File: src/rtl/ecc_rw_pkg.sv
package ecc_rw_pkg;
   parameter int DATA_W_DEF = 64;
   parameter int CHK_W_DEF  = 8;
   parameter int HALF_W_DEF = 16;

   // Syndrome column of data bit idx. Even bits take the (idx/2)-th
   // weight-3 pattern in ascending order, odd bits take its complement,
   // so each adjacent pair XORs to all ones and any even-sized group of
   // pairs XORs to zero.
   function automatic logic [15:0] column_code(int unsigned idx, int unsigned cw);
      int unsigned want;
      int unsigned seen;
      logic [15:0] r;
      logic [16:0] m;
      want = idx / 2;
      seen = 0;
      r    = '0;
      m    = (17'h1 << cw) - 17'h1;
      for (int unsigned x = 0; x < (32'd1 << cw); x++) begin
         if ($countones(x[15:0]) == 3) begin
            if (seen == want) r = x[15:0];
            seen++;
         end
      end
      if (idx[0]) r = ~r & m[15:0];
      return r;
   endfunction
endpackage

File: src/rtl/ecc_check_gen.sv
module ecc_check_gen #(
   parameter int DATA_W = ecc_rw_pkg::DATA_W_DEF,
   parameter int CHK_W  = ecc_rw_pkg::CHK_W_DEF
) (
   input  logic [DATA_W-1:0] data_i,
   output logic [CHK_W-1:0]  check_o
);
   logic [CHK_W-1:0] col [DATA_W];

   for (genvar i = 0; i < DATA_W; i++) begin : g_col
      assign col[i] = CHK_W'(ecc_rw_pkg::column_code(i, CHK_W));
   end

   // Constant term of all ones; the column sum over all data is zero.
   always_comb begin
      check_o = '1;
      for (int i = 0; i < DATA_W; i++) begin
         if (data_i[i]) check_o = check_o ^ col[i];
      end
   end
endmodule

File: src/rtl/ecc_syndrome_locate.sv
module ecc_syndrome_locate #(
   parameter int DATA_W = ecc_rw_pkg::DATA_W_DEF,
   parameter int CHK_W  = ecc_rw_pkg::CHK_W_DEF
) (
   input  logic [CHK_W-1:0]  syn_i,
   output logic [DATA_W-1:0] flip_o,
   output logic              sec_o,
   output logic              ded_o
);
   logic chk_hit;

   for (genvar i = 0; i < DATA_W; i++) begin : g_match
      assign flip_o[i] = (syn_i == CHK_W'(ecc_rw_pkg::column_code(i, CHK_W)));
   end

   assign chk_hit = $onehot(syn_i);
   assign sec_o   = (|flip_o) | chk_hit;
   assign ded_o   = (|syn_i) & ~sec_o;
endmodule

File: src/rtl/ecc_flash_codec.sv
module ecc_flash_codec #(
   parameter int DATA_W = ecc_rw_pkg::DATA_W_DEF,
   parameter int CHK_W  = ecc_rw_pkg::CHK_W_DEF,
   parameter int HALF_W = ecc_rw_pkg::HALF_W_DEF
) (
   input  logic              clk_i,
   input  logic              rst_ni,
   input  logic [DATA_W-1:0] enc_data_i,
   output logic [CHK_W-1:0]  enc_check_o,
   input  logic              rd_valid_i,
   input  logic [DATA_W-1:0] rd_data_i,
   input  logic [CHK_W-1:0]  rd_check_i,
   output logic              rd_valid_o,
   output logic [DATA_W-1:0] rd_data_o,
   output logic              rd_sec_o,
   output logic              rd_ded_o,
   output logic              rd_blank_o
);
   localparam int NUM_W3 = CHK_W * (CHK_W - 1) * (CHK_W - 2) / 6;

   if (HALF_W % 2 != 0) begin : g_bad_half
      $fatal(1, "half-word width must be even");
   end
   if (DATA_W % HALF_W != 0) begin : g_bad_split
      $fatal(1, "data width must be a multiple of the half-word width");
   end
   if (CHK_W < 4 || CHK_W > 15) begin : g_bad_chk
      $fatal(1, "check width out of range");
   end
   if (NUM_W3 < DATA_W / 2) begin : g_few_cols
      $fatal(1, "not enough weight-3 columns for the data width");
   end

   logic [CHK_W-1:0]  recalc;
   logic [CHK_W-1:0]  syn;
   logic [DATA_W-1:0] flip;
   logic              sec_c, ded_c, blank_c;

   ecc_check_gen #(.DATA_W(DATA_W), .CHK_W(CHK_W)) enc_u (
      .data_i (enc_data_i),
      .check_o(enc_check_o)
   );

   ecc_check_gen #(.DATA_W(DATA_W), .CHK_W(CHK_W)) recalc_u (
      .data_i (rd_data_i),
      .check_o(recalc)
   );

   assign syn = recalc ^ rd_check_i;

   ecc_syndrome_locate #(.DATA_W(DATA_W), .CHK_W(CHK_W)) locate_u (
      .syn_i (syn),
      .flip_o(flip),
      .sec_o (sec_c),
      .ded_o (ded_c)
   );

   assign blank_c = &{rd_check_i, rd_data_i};

   always_ff @(posedge clk_i) begin
      if (!rst_ni) begin
         rd_valid_o <= 1'b0;
         rd_data_o  <= '0;
         rd_sec_o   <= 1'b0;
         rd_ded_o   <= 1'b0;
         rd_blank_o <= 1'b0;
      end else begin
         rd_valid_o <= rd_valid_i;
         if (rd_valid_i) begin
            rd_data_o  <= rd_data_i ^ flip;
            rd_sec_o   <= sec_c;
            rd_ded_o   <= ded_c;
            rd_blank_o <= blank_c;
         end
      end
   end
endmodule

File: config.mk
export PLATFORM = sky130hd
export DESIGN_NAME = ecc_flash_codec
export DESIGN_NICKNAME = d
export VERILOG_FILES = /design/src/rtl/ecc_rw_pkg.sv /design/src/rtl/ecc_check_gen.sv /design/src/rtl/ecc_syndrome_locate.sv /design/src/rtl/ecc_flash_codec.sv
export SDC_FILE = /design/constraint.sdc
export NUM_CORES = 1
export LEC_CHECK = 0
export ABC_AREA = 1
export BUFFER_PORTS_ARGS = -buffer_cell sky130_fd_sc_hd__buf_2
export CORE_MARGIN = 2
export CORE_UTILIZATION = 36
export DETAILED_ROUTE_END_ITERATION = 10
export PLACE_DENSITY = 0.6
export SYNTH_ARGS = -nofsm -noshare
export SYNTH_HDL_FRONTEND = slang
export SYNTH_SLANG_ARGS = --single-unit
File: constraint.sdc
create_clock -name clk_i -period 6.74 [get_ports clk_i]
set_clock_uncertainty 0.05 [all_clocks]
set_input_delay 1.011 -clock clk_i [delete_from_list [all_inputs] [get_ports clk_i]]
set_output_delay 1.011 -clock clk_i [all_outputs]
set_load 0.02 [all_outputs]
---- Yosys cells after proc, flatten, opt, wreduce, memory -nomap -nowiden ----
Cells that the tools add are included.
operators by class
  $add $sub $neg .......................... 7
  bitwise gates (word level) .............. 131
  reductions and logical operators ........ 3
  mux-type cells .......................... 128
  eq/ne operators ......................... 65
operators with widths
  kind                                                                    count
  8-bit two-way mux                                                       64
  5-bit NOT                                                               62
  8-bit equality test (second input constant)                             32
  3-bit NOT                                                               62
  7-bit two-way mux                                                       24
  6-bit two-way mux                                                       20
  8-bit by 7-bit equality test with 1-bit output (second input constant)  12
  8-bit by 6-bit equality test with 1-bit output (second input constant)  10
  72-bit AND reduction                                                    1
  64-bit OR reduction                                                     1
  64-bit XOR                                                              1
  5-bit two-way mux                                                       12
  8-bit by 5-bit equality test with 1-bit output (second input constant)  6
  8-bit by 4-bit equality test with 1-bit output (second input constant)  3
  4-bit two-way mux                                                       6
  4-bit adder                                                             3
  5-bit NOT (first input constant)                                        2
  1-bit by 1-bit adder with 2-bit output                                  4
  8-bit by 3-bit equality test with 1-bit output (second input constant)  1
  8-bit OR reduction                                                      1
  8-bit XOR                                                               1
  3-bit two-way mux                                                       2
  4-bit by 1-bit equality test with 1-bit output (second input constant)  1
  1-bit bitwise AND                                                       1
  2 further kinds                                                         2
storage, ports and cells
  flip-flop bits (word level) ............. 68
  output and inout port bits .............. 76
  word-level logic and storage cells ...... 339
  input port bits ......................... 139

---- Depth between registers and ports, before layout ----
  depth after elaboration ................. 134
  mapped depth ............................ 32
  depth with buffers taken out ............ 31

---- Cells and area by module ----
From an unflattened synthesis, not the netlist that was laid out.
second synthesis, totals
  cell total of the unflattened synthesis .. 2,027
  area total of the unflattened synthesis .. 10,659.0 um2
by module, submodules not included
  module               sequential area each (um2)  times used  area each (um2)  cells each
  ecc_check_gen        0.0                         2           2,974.1          631
  ecc_flash_codec      1,361.3                     1           3,525.9          493
  ecc_syndrome_locate  0.0                         1           1,184.9          272

---- Worst setup path before layout ----
Ideal clock, no wire load.
  kind .................................... input to register
  start ................................... input port rd_data_i[37]
  end ..................................... register rd_sec_o
  required time ........................... 6.574 ns
  path buffers ............................ 1
  slack ................................... 1.362 ns
  stages on the path ...................... 24
  library setup time ...................... 0.116 ns
  arrival time ............................ 5.212 ns
  cell sequence ........................... buf_2 -> xnor2_1 -> xor2_1 -> xor2_1 -> xor2_1 -> xor2_1 -> xor2_1 -> inv_1 -> ha_1 -> inv_1 -> fa_1 -> inv_1 -> fa_1 -> ha_1 -> fa_1 -> o221ai_1 -> nor4_1 -> nand4_1 -> nor2_1 -> nand3_1 -> nor2_1 -> nand3_1 -> o211ai_1 -> inv_1
between the ends
  cells in the longest elaborated chain, start to end .. 46
  elaborated cells between the ends (all ways) .. 127
  classes of those cells .................. add/sub (6); eq/ne (65); mux (27); bitwise (28); reduce/logical (1)
ends and longest elaborated chain
  item                                                             line                       RTL
  from (decl)                                                      ecc_flash_codec.sv:11      input logic [DATA_W-1:0] rd_data_i,
  8-bit two-way mux *                                              ecc_check_gen.sv:18        if (data_i[i]) check_o = check_o ^ col[i];
  6-bit two-way mux / 3-bit NOT (equally long branches)            --
  5-bit NOT (no line) / 6-bit two-way mux (equally long branches)  --
  8-bit two-way mux *                                              ecc_check_gen.sv:18
  3-bit NOT (no line) / 7-bit two-way mux (equally long branches)  --
  7-bit two-way mux / 5-bit NOT (equally long branches)            --
  8-bit two-way mux *                                              ecc_check_gen.sv:18
  3-bit NOT (no line) / 7-bit two-way mux (equally long branches)  --
  [... 29 more ...]                                                --
  7-bit two-way mux / 3-bit NOT (equally long branches)            --
  5-bit NOT (no line) / 7-bit two-way mux (equally long branches)  --
  8-bit two-way mux *                                              ecc_check_gen.sv:18
  8-bit XOR *                                                      ecc_flash_codec.sv:49      assign syn = recalc ^ rd_check_i;
  1-bit by 1-bit adder with 2-bit output (implied by the code)     ecc_syndrome_locate.sv:16  assign chk_hit = $onehot(syn_i);
  4-bit adder (implied by the code) (2 in series)                  ecc_syndrome_locate.sv:16
  4-bit by 1-bit equality test with 1-bit output                   ecc_syndrome_locate.sv:16
  1-bit bitwise OR *                                               ecc_syndrome_locate.sv:17  assign sec_o = (|flip_o) | chk_hit;
  to (signal assigned)                                             ecc_flash_codec.sv:64      rd_sec_o <= 1'b0;
  to (signal assigned)                                             ecc_flash_codec.sv:71      rd_sec_o <= sec_c;
  to (decl)                                                        ecc_flash_codec.sv:15      output logic rd_sec_o,
Mark *: on every way between the ends. The rest lies on a longest branch, timed or not.
A chain may end at the register's enable or synchronous reset.

---- Worst setup path in the final report ----
  start ................................... input port rd_data_i[15]
  end ..................................... register rd_sec_o
between the ends
  cells in the longest elaborated chain, start to end .. 79
  elaborated cells between the ends (all ways) .. 172
  classes of those cells .................. add/sub (7); eq/ne (65); mux (49); bitwise (50); reduce/logical (1)
ends and longest elaborated chain
  item                                                             line
  8-bit two-way mux *                                              ecc_check_gen.sv:18
  5-bit two-way mux / 3-bit NOT (equally long branches)            --
  5-bit NOT (no line) / 5-bit two-way mux (equally long branches)  --
  8-bit two-way mux *                                              ecc_check_gen.sv:18
  3-bit NOT (no line) / 5-bit two-way mux (equally long branches)  --
  5-bit two-way mux / 5-bit NOT (equally long branches)            --
  8-bit two-way mux *                                              ecc_check_gen.sv:18
  6-bit two-way mux / 3-bit NOT (equally long branches)            --
  [... 62 more ...]                                                --
  7-bit two-way mux / 3-bit NOT (equally long branches)            --
  5-bit NOT (no line) / 7-bit two-way mux (equally long branches)  --
  8-bit two-way mux *                                              ecc_check_gen.sv:18
  8-bit XOR *                                                      ecc_flash_codec.sv:49
  1-bit by 1-bit adder with 2-bit output (implied by the code)     ecc_syndrome_locate.sv:16
  4-bit adder (implied by the code) (2 in series)                  ecc_syndrome_locate.sv:16
  4-bit by 1-bit equality test with 1-bit output                   ecc_syndrome_locate.sv:16
  1-bit bitwise OR *                                               ecc_syndrome_locate.sv:17
Marks and branches as above.

==> results.toml <==
[synthesis]
syn_area_per_cell_sq_um = 6.22
yosysWarnings = 0
syn_area_sq_um = 9100
yosysUniqueCellTypes = 38
synth_nets = 1621
synthCells = 1464
synth_seq_cells = 68
yosysSeqAreaShare_pct = 15.0

[timing]
slew_viol_final = 0
fin_crit_ns = 5.52
hold_violations = 0
final.period_utilization_pct = 81.9
rsz0062_at_grt = "false"
setup_violations = 0
worstMarginPinSlew_ns = 0.784
max_freq_mhz = 181
tns_ns = 0
slew_headroom_pct = 47.7

[route]
drt-pass1-iter-count = 5
wirelength_microns = 37100
drtAntennaViolNets = 0
drt-initial-drc-count = 945
vias = 9773
drc_errors = 0
wl_per_cell_microns = 18.8
avgViaCountPerCell = 4.96

[power_and_ir_drop]
p_seq_share_pct = 13.3
p_sw_mw = 1.85
p_int_mw = 1.60
peakVddDrop_v = 0.000288
swShare_pct = 53.7
p_clk_share_pct = 14.1
p_per_area_nw_per_um2 = 325
power.leakage_nw = 5.88
power.share.combinational_pct = 72.6

[die]
core_sq_um = 25000
initial_core_util_pct = 36.5
num_rows = 58
die_y_microns = 163
die_area_sq_um = 26600
die_w_microns = 163
io_pins = 215

[clock_network]
cts_resized = 0
clk_path_buf_depth = 2
numClockSinks = 68
h-tree-depth = 3
postCtsSetupBuffers = 0
cts_buffers = 9
holdBufCountCts = 0
insertion_delay_ns = 0.35
clkTransAtPathRegs_ns = 0.05
clock-root-buffer = "clkbuf_16"
tritoncts = "yes"

[setup_path]
cp_common_cell = "inv_1"
crit_path_start = "rd_data_i[15]"
r2r_cells = 2
r2r_slack_ns = 5.97
critPathMaxStageDelay_ns = 0.54
required_ns = 6.92
rr_endpoint = "rd_data_o[5]"
start_kind = "input pin"
path_class = "input pin to flop"
r2r_start = "rd_data_o[5]"
cp_slowest_cell = "fa_1"
cp.arrival_ns = 5.70
path_max_fanout = 5
crit_end = "rd_sec_o"
end_kind = "flop"

[placement]
numPortBuffers = 214
place.gp.congestion = 1.01
hpwl_microns = 31300

[finish]
fillCellCount = 2762
drive_gt1_share_pct = 17.6
syn2layout_area_growth_pct = 16.7
seq_area_sq_um = 1360
multiInputGateArea_sq_um = 6630
utilization_pct = 42.6
final_net_count = 1791

[grt]
grt_pass1_vias = 8995
antenna_found_initial = 2
grt_max_degree = 83
grt_remaining_overflow = 0
grt_pass1_wl_microns = 54300
track_usage_pct = 27.6

[min_path]
hold_class = "flop to flop"

[outcome]
status = "finished clean"

[flow_run]
drv_cap = 0
through the flow:
stage	area [sq um]	instances	hold slack (ns)	total power, mW	setup slack [ns]
global route	10600	1970	0.456	3.73	0.788
global placement	10300	1953	0.407	2.94	0.988
CTS	10600	1969	0.425	3.42	1.26
floorplan	9100	1464	0.491	2.22	1.36
detailed placement	10300	1953	0.417	2.92	0.911
finish	10600	1970	0.416	3.45	1.22
critical path, delay by kind of cell:
family	cells	cell delay, ns
adders and majority gates	5	1.87
xor gates and xnor gates	5	1.14
and+or+nand+nor	8	0.87
buffers and inverters	6	0.57
AOI/OAI and AO/OA	2	0.22
area by class of cell:
cell class	instances	area share [%]
well taps	330	3.89
clock inverters	7	0.707
diodes	1	0.0236
clock buffers	9	2.12
flip-flops and latches	68	12.8
inverters	219	7.76
multi-input cells	1119	62.4
repair buffers	217	10.3
cell usage after synthesis:
cell	count	area [sq um]
or2_1	1	6.26
nand3b_1	3	22.5
inv_2	21	78.8
nand3_1	53	265
xnor2_2	2	32.5
nand2_4	5	56.3
ha_1	14	175
fa_1	4	80.1
clkbuf_2	2	10.0
nor2_4	3	33.8
buf_1	2	7.51
xnor2_1	185	1620
buf_6	1	11.3
buf_4	10	75.1
xnor3_1	1	22.5
a21oi_1	29	145
o21ai_1	1	5.00
o21ai_0	54	270
o31ai_1	1	7.51
o221ai_1	34	298
nor4_1	7	43.8
buf_2	19	95.1
o211ai_1	5	37.5
nand4_1	20	125
nand2_1	376	1410
or2_2	1	6.26
nor2_1	158	593
dfxtp_1	68	1360
nand2_2	8	50.1
nand3_2	5	50.1
a31oi_1	2	12.5
nor2_2	9	56.3
nor3_1	2	10.0
inv_4	1	6.26
o22ai_1	1	6.26
clkbuf_1	24	90.1
inv_1	197	739
xor2_1	135	1180
kinds of logic (layout without fill, tap and decap cells):
group,after synthesis,in the layout,share of synthesized area (%)
simple gates,651,651,30.0
xor+xnor,323,323,31.4
buf+inv,277,452,12.2
compound gates,127,127,8.59
flops,68,68,15.0
fa+ha+maj,18,18,2.80
other cells,0,1,0
layer usage:
metal | vias to the layer above | part of all wire [%] | track usage (%)
met5 | - | 0.030 | 0
met4 | 2 | 3.3 | 9.09
met3 | 61 | 8.3 | 4.76
met2 | 447 | 45 | 45.3
met1 | 4432 | 44 | 36.7
li1 | 4831 | - | -
sequential cells by signal, summed over array words and instances, names as in the netlist:
name        count
rd_data_o      64
rd_blank_o      1
rd_ded_o        1
rd_sec_o        1
rd_valid_o      1
layout by cell type (no fill, tap or decap), drive strengths merged, types with 2 or more instances in the layout:
master	count
or2	2
dfxtp	68
o211ai	5
nand4	20
buf	217
nor3	2
nor2	170
ha	14
nand3	58
clkbuf	9
xor2	135
o21ai	55
o221ai	34
a21oi	29
xnor2	187
a31oi	2
clkinv	2
nand3b	3
clkinvlp	3
fa	4
nor4	7
inv	220
nand2	389
how the worst min path moves through the flow:
stage	slack, ns	from	depth (start not counted)	endpoint
after detailed placement	0.42	rd_ded_o	2	rd_ded_o
after global routing	0.46	rd_data_o[31]	2	rd_data_o[31]
after global placement	0.41	rd_ded_o	2	rd_ded_o
after floorplan	0.49	rd_ded_o	2	rd_ded_o
after CTS	0.42	rd_ded_o	2	rd_ded_o
final	0.42	rd_ded_o	2	rd_ded_o
power by group through the flow:
| stage | Combinational, mW | Clock [mW] | Sequential (mW) |
|---|---|---|---|
| floorplan | 1.71 | 0 | 0.507 |
| global placement | 2.47 | 0 | 0.468 |
| detailed placement | 2.45 | 0 | 0.467 |
| CTS | 2.46 | 0.496 | 0.459 |
| global route | 2.75 | 0.512 | 0.462 |
| finish | 2.51 | 0.486 | 0.459 |
Note: power is estimated with default switching activity, not from simulation.
